## src/rtl/sysclk_ctrl_reg.sv

```systemverilog
module sysclk_ctrl_reg #(
  parameter int          CNT_W     = 4,
  parameter logic [7:0]  RST_VAL   = 8'h20,
  parameter int          GATED_DIV = 8
) (
  input  logic       clk,
  input  logic       rst_n,
  input  logic       wr_en,
  input  logic [7:0] wr_data,
  input  logic       protect_ok,
  input  logic       main_ce,
  input  logic       pll_ce,
  input  logic       pll_on,
  input  logic       pll_settled,
  input  logic       osc_stop_det_en,
  input  logic       wdt_onchip,
  input  logic       low_speed_sel,
  input  logic       onchip_osc_sel,
  input  logic       div_gate,
  input  logic       main_osc_off,
  output logic [7:0] ctl_q,
  output logic       sys_ce,
  output logic       stop_req,
  output logic       drive_hi
);

  localparam logic [CNT_W-1:0] GATED_M1 = CNT_W'(GATED_DIV - 1);

  logic [7:0]       ctl;
  logic             pll_ok;
  logic [CNT_W-1:0] cnt, ratio_m1, ratio_q;
  logic             src_pll, src_q, tick, chg, wr_ok;
  logic             nb1, nb0, stop_acc, nb5;

  assign wr_ok    = wr_en & protect_ok;
  assign nb1      = wr_data[1] & pll_ok;
  assign nb0      = wdt_onchip ? ctl[0] :
                    (wr_data[0] & (nb1 | osc_stop_det_en)) ? ctl[0] : wr_data[0];
  assign stop_acc = nb0 & ~ctl[0];
  assign nb5      = wr_data[5] | (stop_acc & ~low_speed_sel);

  always_ff @(posedge clk) begin
    if (!rst_n) begin
      ctl    <= RST_VAL;
      pll_ok <= 1'b0;
    end else begin
      if (wr_ok)
        ctl <= {wr_data[7:6], nb5 | (main_osc_off & low_speed_sel), 3'b000, nb1, nb0};
      else if (main_osc_off & low_speed_sel)
        ctl[5] <= 1'b1;
      pll_ok <= pll_on & (pll_ok | pll_settled);
    end
  end

  assign src_pll = ctl[1] & ~low_speed_sel & ~onchip_osc_sel;
  assign tick    = src_pll ? pll_ce : main_ce;

  always_comb begin
    if (div_gate) ratio_m1 = GATED_M1;
    else begin
      case (ctl[7:6])
        2'b00:   ratio_m1 = CNT_W'(0);
        2'b01:   ratio_m1 = CNT_W'(1);
        2'b10:   ratio_m1 = CNT_W'(3);
        default: ratio_m1 = CNT_W'(15);
      endcase
    end
  end

  assign chg = (ratio_m1 != ratio_q) | (src_pll != src_q);

  always_ff @(posedge clk) begin
    if (!rst_n) begin
      cnt     <= '0;
      ratio_q <= '0;
      src_q   <= 1'b0;
    end else begin
      ratio_q <= ratio_m1;
      src_q   <= src_pll;
      if (chg | ctl[0])       cnt <= '0;
      else if (tick)          cnt <= (cnt == ratio_m1) ? '0 : cnt + 1'b1;
    end
  end

  assign sys_ce   = tick & (cnt == ratio_m1) & ~ctl[0] & ~chg;
  assign ctl_q    = ctl;
  assign stop_req = ctl[0];
  assign drive_hi = ctl[5];

endmodule


```

## config.mk

```make
export PLATFORM = sky130hd
export DESIGN_NAME = sysclk_ctrl_reg
export DESIGN_NICKNAME = d
export VERILOG_FILES = /design/src/rtl/sysclk_ctrl_reg.sv
export SDC_FILE = /design/constraint.sdc
export NUM_CORES = 1
export LEC_CHECK = 0
export BUFFER_PORTS_ARGS = -buffer_cell sky130_fd_sc_hd__buf_2
export CAP_MARGIN = 20
export CORE_MARGIN = 2
export CORE_UTILIZATION = 50
export DETAILED_ROUTE_END_ITERATION = 16
export PLACE_DENSITY = 0.92
export SKIP_LAST_GASP = 1
export SLEW_MARGIN = 0
export SYNTH_ARGS = -nofsm -noshare
export SYNTH_HDL_FRONTEND = slang
export SYNTH_SLANG_ARGS = --single-unit
```

## constraint.sdc

```tcl
create_clock -name clk -period 2.8 [get_ports clk]
set_input_delay 0.56 -clock clk [delete_from_list [all_inputs] [get_ports clk]]
set_output_delay 0.56 -clock clk [all_outputs]
set_load 0.03 [all_outputs]
```

======== Word-level counts from Yosys, hierarchy flattened ========
Cells that the tools add are included.
storage, ports and cells
  output and inout bits ................... 11
  logic and storage cells ................. 46
  input port bits ......................... 22
  flip-flop bits (word level) ............. 15
cells by class
  eq/ne operators ......................... 5
  mux-type cells .......................... 8
  reductions and logical operators ........ 3
  bitwise logic cells ..................... 23
  $add $sub $neg .......................... 1
operator list
  kind                                           count
  AND 1 bit                                      12
  one-hot mux 4 bit (3 select lines)             1
  2-to-1 mux 4 bit                               2
  OR 1 bit                                       6
  2-to-1 mux 1 bit                               5
  inverter 1 bit                                 5
  adder 4 x 1 -> 4 bit, second input constant    1
  == test 4 bit                                  1
  != test 4 bit                                  1
  == test 2 x 1 -> 1 bit, second input constant  1
  == test 2 bit, second input constant           1
  zero test 2 bit                                1
  nonzero test 2 bit                             1
  OR reduction 2 bit                             1
  != test 1 bit                                  1

======== Depth between registers and ports, before layout ========
  depth after elaboration ................. 10
  mapped depth ............................ 5
  mapped depth without buffers ............ 4

======== Least setup slack after synthesis ========
OpenSTA, ideal clock, no wires.
  path kind ............................... register to output
  start ................................... register ctl[6], in the netlist ctl_q[6]
  end ..................................... output sys_ce
  data required time ...................... 2,240 ps
  path slack .............................. 396 ps
  path buffers ............................ 1
  cell stages (with the launch flop) ...... 6
  arrival ................................. 1,844 ps
  path through ............................ dfxtp_1 -> buf_2 -> and4b_1 -> o211ai_1 -> a311oi_2 -> and4_1
between the ends
  word-level cells in the longest chain between the ends .. 7
  elaborated cells between the ends (all ways) .. 12
  those cells by class .................... eq/ne: 4; mux: 2; bitwise: 5; reduce/logical: 1
ends and longest elaborated chain
  what                                            RTL line  source
  from (decl)                                     29        logic [7:0] ctl;
  from (signal assigned)                          48        ctl <= {wr_data[7:6], nb5 | (main_osc_off & low_speed_sel), 3'b000, nb1, nb0};
  == test 2 bit (tied with other cells)           61        case (ctl[7:6])
  one-hot mux 4 bit (3 select lines) (*)          61
  2-to-1 mux 4 bit (*)                            59        if (div_gate) ratio_m1 = GATED_M1;
  == test 4 bit or != test 4 bit (tied branches)  85, 70
  AND 1 bit or OR 1 bit (tied branches)           85, 70
  AND 1 bit or inverter 1 bit (tied branches)     85        assign sys_ce = tick & (cnt == ratio_m1) & ~ctl[0] & ~chg;
  AND 1 bit (*)                                   85
  to (decl)                                       22        output logic sys_ce,
Mark *: on every way between the ends. The rest lies on a longest branch, timed or not.

======== Final worst setup path ========
  start ................................... register ctl[7], in the netlist ctl_q[7]
  end ..................................... output sys_ce
The elaborated chain is that of the path after synthesis.

==> metrics.csv <==
stage,metric,value,unit
run_status,outcome,completed,
logic_synthesis,netlist_instances,94,
route,drtAntennaViolNets,0,
critical_path,arrival,1.98,ns
cts,cts-htree-levels,1,
floorplan,num_rows,14,
cts,ctsHoldBuffers,0,
logic_synthesis,synth_ff_type,dfxtp_1,
timing,post-route-period-util,90.8,%
hold_path,hold_path_class,in2reg,
route,vias,762,
route,drc,0,
route,routedWlPerCell,12.4,um
timing,final-setup-viol-count,0,
critical_path,crit_type,reg2out,
logic_synthesis,seq_area_frac_synth,35.5,%
critical_path,start_kind,flop,
global_routing,grt_max_degree,13,
timing,hold_ws,0.479,ns
finish,utilization,64.0,%
critical_path,cpMaxStageDelayCell,dfxtp_1,
cts,cts_tree,yes,
global_routing,grt_pass1_vias,708,
critical_path,endpoint_kind,output port,
timing,fin_crit,2.54,ns
global_routing,gr-usage-all-layers,18.8,%
place,place_congestion,0.813,
route,routed_wl,1.66,mm
place,hpwl,1.31,mm
logic_synthesis,yosys_warnings,0,
timing,tns,0,ns
power,peakVddDrop,0.000358,V
finish,area_growth,16.4,%
critical_path,worstPathRequired,2.24,ns
global_routing,antenna_found_initial,0,
cts,cts.path.max_buffers,2,
timing,hold_viol,0,
place,portBuffers,26,
place,post-place-cells,130,
critical_path,cp_cell_sequence,"and4b_1, o211ai_1, a311oi_2, and4_1, buf_2",
floorplan,coreArea,1540,um2
finish,layout_common_cells,"buf_2 (26), dfxtp_1 (15), nand2_1 (10)",
run,maxCapViolCount,0,
route,dr.pass1.iters,4,
global_routing,grt_overflow,0,
floorplan,dieArea,2040,um2
logic_synthesis,yosys_register_bits,15,
logic_synthesis,synth_edf_count,0,
floorplan,chipHeight,45.2,um
cts,clk_latency,0.30,ns
finish,drive_gt1_share,32.2,%
logic_synthesis,avgSynthCellArea,9.01,um2
global_routing,grt_pass1_wl,2.75,mm
critical_path,path_delay_family,flip-flops,
power,powerDensity,441,nW/um2
cts,post_cts_buffers,0,
cts,clock-sinks,15,
route,drtIter0Drc,11,
logic_synthesis,netlist-cell-type-count,40,
critical_path,critPathMaxFanout,10,
critical_path,cpPeakStageDelay,0.53,ns
logic_synthesis,syn_area,847,um2
finish,final_common_cell,buf_2,
floorplan,start_util,55.0,%
finish,finalNetCount,142,
cts,path_clk_slew,0.10,ns
finish,n_antenna_cell,0,
critical_path,path_buf_inv,1,
timing,rsz0062_at_grt,false,
cts,cts-root-buf,clkbuf_4,
timing,fin_skew,0.0103,ns
route,routed_via_density,5.69,
logic_synthesis,async_flop_share,0,%
finish,fin_cells,134,
floorplan,die_w,45.2,um
floorplan,ios,33,
timing,drv_slew,0,
cts,cts_buffers,3,
power,p_leak,0.000419,uW
cts,post_cts_resized,0,
timing,clock.fmax,0.393,GHz
-- registers in the layout (all words and copies together), names as in the netlist --
| register | count |
|---|---|
| cnt | 4 |
| ctl_q | 5 |
| src_q | 1 |
| ratio_q | 4 |
| pll_ok | 1 |
-- routing by layer --
metal	global-route usage, %	wire [um]
met3	6.00	86
met1	20.2	715
met5	0	0
met2	34.6	851
met4	5.29	10
-- worst paths after layout --
path	from	end	slack [ns]	cells past startpoint
worst max-delay path	ctl_q[7]	sys_ce	0.26	5
worst min-delay path	pll_settled	pll_ok	0.48	2
worst max register to register	ctl_q[7]	cnt[0]	0.94	4
worst min register to register	ctl_q[5]	ctl_q[5]	0.49	2
-- synth_stat cells, types with 3 or more instances --
| cell | number | area (um2) |
|---|---|---|
| dfxtp_1 | 15 | 300 |
| buf_4 | 5 | 37.5 |
| o21ai_0 | 4 | 20.0 |
| nand3_1 | 4 | 20.0 |
| or3_1 | 3 | 18.8 |
| buf_2 | 3 | 15.0 |
| nand2_1 | 10 | 37.5 |
| nor2b_1 | 4 | 25.0 |
| a21boi_0 | 3 | 22.5 |
| nor2_1 | 4 | 15.0 |
| xor2_1 | 3 | 26.3 |
-- logic make-up (layout without fill, tap and decap cells) --
family          after synthesis  after routing  synth area share, %
mux                           3              3                 3.99
other cells                   1              3                0.443
xor+xnor                      4              4                 4.14
simple gates                 38             38                 26.4
fa+ha+maj                     1              1                 1.48
compound gates               21             21                 20.5
buf+inv                      11             33                 7.53
flops                        15             15                 35.5
-- through the flow --
step | cell area, um2 | power (uW) | setup WS, ns
floorplan | 855 | 284 | 0.396
global placement | 956 | 302 | 0.375
detailed placement | 956 | 305 | 0.358
CTS | 986 | 439 | 0.255
global route | 986 | 455 | 0.118
finish | 986 | 435 | 0.257
-- cell type report --
type	instances	area (um2)
Tap cell	16	20.0
Fill cell	141	556
Inverter	2	7.51
Clock inverter	1	7.51
Timing Repair Buffer	27	138
Clock buffer	3	22.5
Multi-Input combinational cell	70	490
Sequential cell	15	300
-- power breakdown --
part,internal (uW),leakage [uW],switching [uW]
logic,29.4,0.000283,43.4
clock network,54.5,0.0000139,79.9
registers,220,0.000122,7.58
(Power assumes the default switching activity.)
